--- src/rtl/eat_eval_pkg.sv ---
`timescale 1ns/1ps
package eat_eval_pkg;

  typedef enum logic [1:0] {
    CELL_EMPTY  = 2'b00,
    CELL_FOOD   = 2'b01,
    CELL_POISON = 2'b10,
    CELL_WALL   = 2'b11
  } cell_e;

  // strobes from control to datapath, one step's worth
  typedef struct packed {
    logic clrWait;
    logic incWait;
    logic eatFood;
    logic eatPoison;
    logic chargeLife;
  } step_stb_t;

endpackage

--- src/rtl/eat_ctrl.sv ---
`timescale 1ns/1ps
module eat_ctrl
  import eat_eval_pkg::*;
#(
  parameter int KW = 4
) (
  input  logic          clk,
  input  logic          rst_n,
  input  logic          stepValid,
  input  logic [1:0]    cellKind,
  input  logic          cellChange,
  input  logic          moveFwd,
  input  logic          turnLeft,
  input  logic          turnRight,
  input  logic          mouthClose,
  input  logic [KW:0]   waitCount,
  input  logic [KW-1:0] waitTgt,
  input  logic          done,
  output step_stb_t     stb
);

  localparam int HW = KW + 2;

  logic          moving;
  logic          onFood;
  logic          onPoison;
  logic          still;
  logic          active;
  logic          hitTarget;
  logic          eatNow;
  logic [HW-1:0] nextCount;
  logic [HW-1:0] tgtWide;

  always_comb begin
    moving    = moveFwd | turnLeft | turnRight;
    onFood    = (cellKind == CELL_FOOD);
    onPoison  = (cellKind == CELL_POISON);
    still     = !moving && !cellChange && (onFood || onPoison);
    active    = stepValid && !done;
    nextCount = {1'b0, waitCount} + HW'(1);
    tgtWide   = {2'b00, waitTgt};
    hitTarget = (nextCount == tgtWide);
    eatNow    = active && still && mouthClose && hitTarget;

    stb            = '0;
    stb.eatFood    = eatNow && onFood;
    stb.eatPoison  = eatNow && onPoison;
    stb.clrWait    = active && (!still || eatNow);
    stb.incWait    = active && still && !eatNow;
    stb.chargeLife = active && !still;
  end

  // a finished evaluation issues no strobes at all
  assert_done_quiet_R9: assert property (@(posedge clk) disable iff (!rst_n)
    done |-> (stb == '0));

  // a step that moves can never be charged as waiting and eat at once
  assert_move_no_eat_R3: assert property (@(posedge clk) disable iff (!rst_n)
    (stepValid && moving) |-> !(stb.eatFood || stb.eatPoison));

endmodule

--- src/rtl/eat_dp.sv ---
`timescale 1ns/1ps
module eat_dp
  import eat_eval_pkg::*;
#(
  parameter int KW = 4,
  parameter int LW = 8,
  parameter int CW = 8
) (
  input  logic                clk,
  input  logic                rst_n,
  input  logic [KW-1:0]       waitTarget,
  input  logic [LW-1:0]       lifeBudget,
  input  step_stb_t           stb,
  output logic [KW:0]         waitCount,
  output logic [KW-1:0]       waitTgt,
  output logic [CW-1:0]       foodCount,
  output logic [CW-1:0]       poisonCount,
  output logic signed [CW:0]  fitness,
  output logic [LW-1:0]       lifeLeft,
  output logic                done,
  output logic                eatPulse
);

  localparam logic [CW-1:0] TALLY_MAX = '1;

  logic [KW:0] satLimit;

  assign satLimit = {1'b0, waitTgt} + (KW+1)'(1);
  assign done     = (lifeLeft == '0);

  always_ff @(posedge clk) begin
    if (!rst_n) begin
      waitTgt     <= waitTarget;
      lifeLeft    <= lifeBudget;
      waitCount   <= '0;
      foodCount   <= '0;
      poisonCount <= '0;
      fitness     <= '0;
      eatPulse    <= 1'b0;
    end else begin
      eatPulse <= stb.eatFood | stb.eatPoison;

      if (stb.clrWait)
        waitCount <= '0;
      else if (stb.incWait && (waitCount != satLimit))
        waitCount <= waitCount + (KW+1)'(1);

      if (stb.eatFood && (foodCount != TALLY_MAX)) begin
        foodCount <= foodCount + CW'(1);
        fitness   <= fitness + (CW+1)'(1);
      end else if (stb.eatPoison && (poisonCount != TALLY_MAX)) begin
        poisonCount <= poisonCount + CW'(1);
        fitness     <= fitness - (CW+1)'(1);
      end

      if (stb.chargeLife && (lifeLeft != '0))
        lifeLeft <= lifeLeft - LW'(1);
    end
  end

  assert_wait_bound_R4: assert property (@(posedge clk) disable iff (!rst_n)
    waitCount <= satLimit);

  assert_fitness_diff_R7: assert property (@(posedge clk) disable iff (!rst_n)
    fitness == ($signed({1'b0, foodCount}) - $signed({1'b0, poisonCount})));

  assert_wait_free_R8: assert property (@(posedge clk) disable iff (!rst_n)
    (stb.incWait || stb.eatFood || stb.eatPoison) |=> $stable(lifeLeft));

  assert_done_freeze_R9: assert property (@(posedge clk) disable iff (!rst_n)
    done |=> ($stable(lifeLeft) && $stable(foodCount) && $stable(poisonCount)
              && $stable(fitness)));

  assert_eat_clears_R5: assert property (@(posedge clk) disable iff (!rst_n)
    eatPulse |-> (waitCount == '0));

  assert_eat_on_target_R5: assert property (@(posedge clk) disable iff (!rst_n)
    eatPulse |-> (({1'b0, $past(waitCount)} + (KW+2)'(1)) == {2'b00, waitTgt}));

endmodule

--- src/rtl/eat_eval.sv ---
`timescale 1ns/1ps
module eat_eval
  import eat_eval_pkg::*;
#(
  parameter int KW = 4,
  parameter int LW = 8,
  parameter int CW = 8
) (
  input  logic               clk,
  input  logic               rst_n,
  input  logic [KW-1:0]      waitTarget,
  input  logic [LW-1:0]      lifeBudget,
  input  logic               stepValid,
  input  logic [1:0]         cellKind,
  input  logic               cellChange,
  input  logic               moveFwd,
  input  logic               turnLeft,
  input  logic               turnRight,
  input  logic               mouthClose,
  output logic [KW:0]        waitCount,
  output logic [CW-1:0]      foodCount,
  output logic [CW-1:0]      poisonCount,
  output logic signed [CW:0] fitness,
  output logic [LW-1:0]      lifeLeft,
  output logic               done,
  output logic               eatPulse
);

  step_stb_t     stb;
  logic [KW-1:0] waitTgt;

  eat_ctrl #(.KW(KW)) u_ctrl (
    .clk        (clk),
    .rst_n      (rst_n),
    .stepValid  (stepValid),
    .cellKind   (cellKind),
    .cellChange (cellChange),
    .moveFwd    (moveFwd),
    .turnLeft   (turnLeft),
    .turnRight  (turnRight),
    .mouthClose (mouthClose),
    .waitCount  (waitCount),
    .waitTgt    (waitTgt),
    .done       (done),
    .stb        (stb)
  );

  eat_dp #(.KW(KW), .LW(LW), .CW(CW)) u_dp (
    .clk         (clk),
    .rst_n       (rst_n),
    .waitTarget  (waitTarget),
    .lifeBudget  (lifeBudget),
    .stb         (stb),
    .waitCount   (waitCount),
    .waitTgt     (waitTgt),
    .foodCount   (foodCount),
    .poisonCount (poisonCount),
    .fitness     (fitness),
    .lifeLeft    (lifeLeft),
    .done        (done),
    .eatPulse    (eatPulse)
  );

endmodule

--- config.mk ---
export PLATFORM = sky130hd
export DESIGN_NAME = eat_eval
export DESIGN_NICKNAME = d
export VERILOG_FILES = /design/src/rtl/eat_eval_pkg.sv /design/src/rtl/eat_ctrl.sv /design/src/rtl/eat_dp.sv /design/src/rtl/eat_eval.sv
export SDC_FILE = /design/constraint.sdc
export NUM_CORES = 1
export LEC_CHECK = 0
export CORE_MARGIN = 2
export CORE_UTILIZATION = 50
export CTS_CLUSTER_SIZE = 30
export DETAILED_ROUTE_END_ITERATION = 12
export DONT_BUFFER_PORTS = 1
export MAX_ROUTING_LAYER = met4
export PLACE_DENSITY_LB_ADDON = 0.05
export SETUP_SLACK_MARGIN = 0.3
export SKIP_LAST_GASP = 1
export SYNTH_ARGS = -nofsm -noshare
export SYNTH_HDL_FRONTEND = slang
export SYNTH_SLANG_ARGS = --single-unit
--- constraint.sdc ---
create_clock -name clk -period 7.9 [get_ports clk]
set_input_delay 1.58 -clock clk [delete_from_list [all_inputs] [get_ports clk]]
set_output_delay 1.58 -clock clk [all_outputs]
set_load 0.05 [all_outputs]
==> metrics, run 1 <==
run status=completed; ANT nets after route=0; Seq/Total Area, Yosys=0.370; Overflow after GRT=0; Initial Utilization=0.519; DRC=0; Nets=331; worst ir drop on vdd=73.9 µV; ANT cells=0; final hold viol count=0; Slew @ Worst Pin=1.13 ns; Num CTS Buffers=5; Die Span X=76.8 µm; fin util=0.551; CP max stage cell=o41ai_1; worst min-delay path class=reg -> reg; Fmax=209 MHz; setup TNS=0 ns; crit path cell chain=inv_1 > ha_1 > nor2_1 > nand2_1 > or3_4 > nor3_4 > inv_1 > fa_1 > a21o_1 > a221o_1 > o41ai_1 > nand3b_1 > mux2_2 > o311ai_1; Final min period=4.78 ns; Synth Area per Inst=8.95 µm²; CP delay by family, top=compound AO/OA/AOI/OAI gates; DR WL met2=2470 µm; Root Buffer=clkbuf_8; RSZ-0062 raised after global routing=false; Die ar.=5900 µm²; Ys Warns=0; DP HPWL=4020 µm; CTS tree=built; routed wire length=5480 µm; worst setup path category=in -> reg; Critical Path Most Common Cell=inv_1; FFs w/ async S/R, synth=0; uppermost layer routed=met4; WP data required=8.10 ns; post-route clock period utilization=0.606; Post-Route M1 WL=2580 µm; CTS Hold Bufs=0; Setup Viol. Count Final=0; simple-gate share of the synthesized area=0.258; CTS resizes=0; post-synthesis xor/xnor area fraction=0.0893; Final GP Congestion=0.819; Crit path buffers/inverters=2; dpl cells=357; clk_lat worst skew=0.29 ns; EDFF count, synth=12; Critical Path Start Type=primary input; WL per Instance=15.0 µm; DR iter-0 viols=87; clock slew at reported path FFs=0.08 ns; slowest stage delay, CP=0.54 ns; Syn Nets=333; P_leak=1.03 nW; Post-CTS Setup Bufs=0; max cap viols=0; site row count=26; mapped cell area=2650 µm²; Cell variety after synth=57; vias in the first global route=2025; Worst Clk Skew=0.0106 ns; Worst slew margin=0.237; Slew Viols, Final=0; ys flop type=dfxtp_1; buffer depth of the longest clock path=2; Total Routing Usage GR=0.206; Clock Sinks=43; antenna violations before repair=0; P&R area growth vs syn=6.24%; Compound-Gate Fraction of Synth Area=0.133; cell count after synthesis=296; layout cell share with drive strength beyond 1=0.0746; DRT Pass-1 Iters=4; pwr dens=165 nW/µm²; crit-path max FO=8; crit end category=flop; IO Port Bufs=0; vias=2110; # IOs=62; Die Ht=76.8 µm; final std cells w/o fill=365; Post-Synth Adder-Cell Area=0.0737; largest net degree at the start of global routing=38; Worst Path Arrival=4.99 ns; mux share of post-synthesis cell area=0.0425; flops & latches, synth=43; main combinational cell family by area after synthesis=simple AND/OR/NAND/NOR gates; core area=5110 µm²; R2R setup slack=3.28 ns; vias per cell=5.78; first-pass GRT wire length=9690 µm; met3 routed WL=374 µm; H-tree depth=2
## sequential cells by signal, indices dropped and copies added (netlist names)
signal            flops
u_dp.waitCount        5
u_dp.foodCount        8
u_dp.poisonCount      8
u_dp.eatPulse         1
u_dp.lifeLeft         8
u_dp.fitness          9
u_dp.waitTgt          4
## path summary, 6_finish.rpt
kind	start	to	depth (start not counted)
setup / recovery	cellKind[0]	u_dp.fitness[8]	14
hold / removal	u_dp.foodCount[5]	u_dp.foodCount[5]	2
setup reg to reg	u_dp.lifeLeft[0]	u_dp.fitness[8]	15
hold reg to reg	u_dp.foodCount[5]	u_dp.foodCount[5]	2
## layer usage
metal  global-route usage  vias to the layer above
met5                    -                        -
met4               0.0564                        0
met2                0.317                       57
met3               0.0588                        6
met1                0.265                      968
li1                     -                     1079
## metrics by stage
stage	instance area, µm²	hold WS, ns	setup slack [ns]	power [mW]
2_1_floorplan	2650	0.701	3.16	0.295
3_3_place_gp	2710	0.739	2.89	0.301
3_5_place_dp	2710	0.737	2.79	0.302
4_1_cts	2810	0.751	3.13	0.471
5_1_grt	2810	0.782	2.85	0.484
6_report	2810	0.746	3.12	0.464
## synthesized netlist by cell type (all sizes together), types with 2 or more instances
cell | instances | share of area
nor2 | 36 | 0.051
dfxtp | 31 | 0.23
nand2 | 20 | 0.029
nand3 | 20 | 0.040
xnor2 | 18 | 0.060
a21oi | 16 | 0.032
ha | 14 | 0.066
edfxtp | 12 | 0.14
and3 | 9 | 0.021
mux2i | 9 | 0.034
xor2 | 9 | 0.030
inv | 8 | 0.011
nand4 | 8 | 0.019
nor3 | 8 | 0.019
o21ai | 8 | 0.015
clkbuf | 7 | 0.0099
or4 | 6 | 0.017
buf | 5 | 0.012
nand2b | 5 | 0.012
nor4 | 4 | 0.0094
o211ai | 4 | 0.013
o31ai | 4 | 0.011
a21o | 3 | 0.0085
and2 | 3 | 0.0071
or3 | 3 | 0.0090
a221o | 2 | 0.0076
mux2 | 2 | 0.0085
o21a | 2 | 0.0057
o311ai | 2 | 0.0066
o41ai | 2 | 0.0094
## layout make-up
type                       instances  area [µm²]
clock inverter                     1        30.0
tap                               70        87.6
sequential                        43         981
fill                             477        2290
timing repair buffer               3        22.5
inverter                           8        30.0
clock buffer                       7        76.3
multi-input combinational        233        1590
## power by group
part | internal [mW] | switching, mW | leakage, nW | total, mW
clock | 0.0946 | 0.0726 | 0.0524 | 0.167
sequential | 0.235 | 0.0267 | 0.369 | 0.262
combinational | 0.0152 | 0.0194 | 0.613 | 0.0346
total | 0.345 | 0.119 | 1.03 | 0.464
## worst register-to-register path, cell delays in order (launching register included)
cell      delay (ns)
edfxtp_1        0.71
inv_1           0.13
ha_1            0.28
nand2b_1        0.16
o41ai_2         0.07
buf_4           0.21
or3_4           0.43
nor3_4          0.30
inv_1           0.26
fa_1            0.45
a21o_1          0.20
a221o_1         0.31
o41ai_1         0.54
nand3b_1        0.14
mux2_2          0.28
o311ai_1        0.06
## layout by cell type, fill, tap and decap left out, types with 2 or more instances in the layout
cell	Yosys	layout
a21o_1	3	3
a21oi_1	15	15
a221o_1	2	2
and2_1	3	3
and3_1	9	9
buf_4	1	3
clkbuf_1	7	2
clkbuf_8	0	5
dfxtp_1	31	31
edfxtp_1	12	12
ha_1	14	14
inv_1	8	8
mux2_2	2	2
mux2i_1	9	9
nand2_1	19	19
nand2b_1	5	5
nand3_1	19	19
nand4_1	8	8
nor2_1	36	36
nor3_1	7	7
nor4_1	4	3
o211ai_1	3	3
o21a_1	2	2
o21ai_0	8	8
o31ai_1	4	4
or3_1	2	2
or4_1	6	6
xnor2_1	18	18
xor2_1	9	9
## cells by family after synthesis
logic type	after synthesis
xor+xnor	27
simple gates	130
fa+ha+maj	15
flops	43
buf+inv	20
compound gates	50
mux	11
No activity file was read; power rests on OpenSTA's default activity.
==> run 2: changes to the inputs <==
--- a/config.mk
+++ b/config.mk
@@ -5,6 +5,7 @@
 export SDC_FILE = /design/constraint.sdc
 export NUM_CORES = 1
 export LEC_CHECK = 0
+export ABC_AREA = 1
 export CORE_MARGIN = 2
 export CORE_UTILIZATION = 50
 export CTS_CLUSTER_SIZE = 30
==> constraint.sdc (replaced) <==
create_clock -name clk -period 3.9 [get_ports clk]
set_input_delay 0.78 -clock clk [delete_from_list [all_inputs] [get_ports clk]]
set_output_delay 0.78 -clock clk [all_outputs]
set_load 0.05 [all_outputs]
==> metrics, run 2 <==
cell count after synthesis=357 (+21%); site row count=26 (unchanged); mapped cell area=2620 µm² (-1.1%); Reg with most FFs=u_dp.fitness; top post-synthesis cells by area=dfxtp_1 (24%), edfxtp_1 (14%), nand2_1 (10%); WP data required=4.09 ns (-4.01 ns); Die ar.=5840 µm² (-1.0%); ANT nets after route=0 (unchanged); DP HPWL=4290 µm (+6.8%); commonest non-fill, non-tap cell in the layout=nand2_1; Num CTS Buffers=5 (unchanged); Total Routing Usage GR=0.215 (+0.00909); largest net degree at the start of global routing=27 (-29%); Seq/Total Area, Yosys=0.374 (+0.00407); Critical Path Most Common Cell=nor2_1; Final GP Congestion=0.897 (+9.5%); Worst Clk Skew=0.0103 ns (-0.000303 ns); Syn Nets=394 (+18%); slowest stage delay, CP=0.69 ns (+0.15 ns); worst ir drop on vdd=143 µV (+94%); ys flop type=dfxtp_1; area share of the largest cell type after synthesis=0.237 (+0.00257); Worst slew margin=0.447 (+0.210); CTS Hold Bufs=0 (unchanged); vias=2268 (+7.5%); H-tree depth=2 (unchanged); worst min-delay path class=in -> reg; crit-path max FO=10 (+2); Seq. cell area=983 µm² (+0.26%); pwr dens=311 nW/µm² (+88%); most frequent cells in the layout=nand2_1 (70), nor2_1 (46), inv_1 (43); CP delay by family, top=simple AND/OR/NAND/NOR gates; post-route clock period utilization=0.814; EDFF count, synth=12 (unchanged); routed wire length=5760 µm (+5.0%); final hold viol count=0 (unchanged); crit path cell chain=nor2_1 > nand2_1 > nor2_1 > buf_4 > nor3_2 > nand4_2 > fa_1 > nand3_1 > nand3_1 > a21oi_1 > nor2_1 > nor2_1 > xor2_1 > o21ai_0 > nor2_1; CP max stage cell=edfxtp_1; RSZ-0062 raised after global routing=false; buffer depth of the longest clock path=2 (unchanged); Die Span X=76.4 µm (-0.51%); DRC=0 (unchanged); vias per cell=5.17 (-11%); max cap viols=0 (unchanged); Root Buffer=clkbuf_8; first-pass GRT wire length=10000 µm (+3.1%); max reg flops=9 (unchanged); clock slew at reported path FFs=0.08 ns (about the same); IO Port Bufs=0 (unchanged); Critical Path Start Type=flop; Final min period=3.18 ns; Synth top cells by count=nand2_1 (70), nor2_1 (46), inv_1 (43), a21oi_1 (31), dfxtp_1 (31); Filler Cells Inserted=508 (+6.5%); Synth Area per Inst=7.34 µm² (-18%); flops & latches, synth=43 (unchanged); count leader, synth=nand2_1; Initial Utilization=0.516 (-0.00235); Clock Sinks=43 (unchanged); P_leak=1.17 nW (+13%); DR iter-0 viols=126 (+45%); setup TNS=0 ns (unchanged); area occupied by multi-input gates=1430 µm² (-10%); Slew @ Worst Pin=0.829 ns (-0.304 ns); Nets=405 (+22%); CTS tree=built; Fmax=315 MHz; vias in the first global route=2128 (+5.1%); Post-CTS Setup Bufs=0 (unchanged); Ys Warns=0 (unchanged); Die Ht=76.4 µm (-0.51%); DRT Pass-1 Iters=4 (unchanged); Crit path buffers/inverters=1 (-1); Cell variety after synth=35 (-39%); core area=5070 µm² (-0.64%); run status=completed; FFs w/ async S/R, synth=0 (unchanged); # IOs=62 (unchanged); ANT cells=0 (unchanged); crit end category=flop; worst setup path category=reg -> reg; Worst Path Arrival=3.36 ns (-1.63 ns); P&R area growth vs syn=8.26%; WL per Instance=13.1 µm (-13%); Setup Viol. Count Final=0 (unchanged); clk_lat worst skew=0.30 ns (about the same); antenna violations before repair=0 (unchanged); Overflow after GRT=0 (unchanged); fin util=0.559 (+0.00797); layout cell share with drive strength beyond 1=0.0867 (+0.0121); Slew Viols, Final=0 (unchanged); largest area contributor in the netlist=dfxtp_1
-- run 2: cell types whose count changed after synthesis, moves of 6 or more --
cell / previous run / this run
and3_1: 9 / 0
nor2_1: 36 / 46
nand3_1: 19 / 27
o21ai_0: 8 / 20
xnor2_1: 18 / 8
mux2i_1: 9 / 0
inv_1: 8 / 43
nand2_1: 19 / 70
a21oi_1: 15 / 31
or4_1: 6 / 0
-- run 2: per-layer routing --
| metal | part of all wire | up-vias | wire length [µm] | GRT usage |
|---|---|---|---|---|
| li1 | - | 1197 | - | - |
| met1 | 0.45 | 1009 | 2610 | 0.261 |
| met5 | 0 | - | 0 | - |
| met4 | 0.013 | 0 | 73 | 0.0655 |
| met2 | 0.48 | 55 | 2760 | 0.353 |
| met3 | 0.055 | 7 | 314 | 0.0533 |
-- run 2: path summary, 6_finish.rpt --
kind	startpoint	end	cells past startpoint	slack [ns]
worst max register to register	u_dp.lifeLeft[7]	u_dp.fitness[6]	15	0.72
worst max-delay path	u_dp.lifeLeft[7]	u_dp.fitness[6]	15	0.72
worst min-delay path	waitTarget[1]	u_dp.waitTgt[1]	0	0.57
worst min register to register	u_dp.foodCount[4]	u_dp.foodCount[5]	4	0.61
-- run 2: kinds of logic (layout without fill, tap and decap cells) --
family	after synthesis	count (layout)	synth area share
buffers and inverters	53	65	0.0812
AO/OA/AOI/OAI	61	61	0.127
XOR/XNOR	20	20	0.0669
flip-flops	43	43	0.374
AND/OR/NAND/NOR	165	165	0.277
adder cells (fa/ha/maj)	15	15	0.0745
-- run 2: worst reg2reg max path, cell delays in order (launching register included) --
cell	delay, ns
edfxtp_1	0.69
nor2_1	0.10
nand2_1	0.08
nor2_1	0.04
buf_4	0.19
nor3_2	0.26
nand4_2	0.33
fa_1	0.51
nand3_1	0.10
nand3_1	0.13
a21oi_1	0.16
nor2_1	0.05
nor2_1	0.10
xor2_1	0.07
o21ai_0	0.19
nor2_1	0.05
-- run 2: timing repair --
action	CTS	global route
setup endpoints to repair	0	1
hold endpoints to repair	0	0
resized for setup	0	2
-- run 2: layout make-up --
cell class                      instances  area share
Clock buffer                            8      0.0282
Tap cell                               70      0.0309
Inverter                               45      0.0596
Timing Repair Buffer                   12      0.0318
Sequential cell                        43       0.347
Multi-Input combinational cell        261       0.503
-- run 2: stage by stage --
step | hold WS, ns | total power, mW | worst slack (ns) | std cells | cell area [µm²]
final | 0.570 | 0.881 | 0.725 | 439 | 2840
after global routing | 0.548 | 0.929 | 0.312 | 439 | 2840
after CTS | 0.560 | 0.895 | 0.700 | 439 | 2830
after detailed placement | 0.601 | 0.617 | 0.496 | 431 | 2750
after global placement | 0.594 | 0.615 | 0.617 | 431 | 2750
after floorplan | 0.690 | 0.593 | 0.300 | 357 | 2620
-- run 2: where the power goes --
part           internal (mW)  switching (mW)
clock                  0.127           0.148
sequential             0.476          0.0185
combinational         0.0363          0.0750
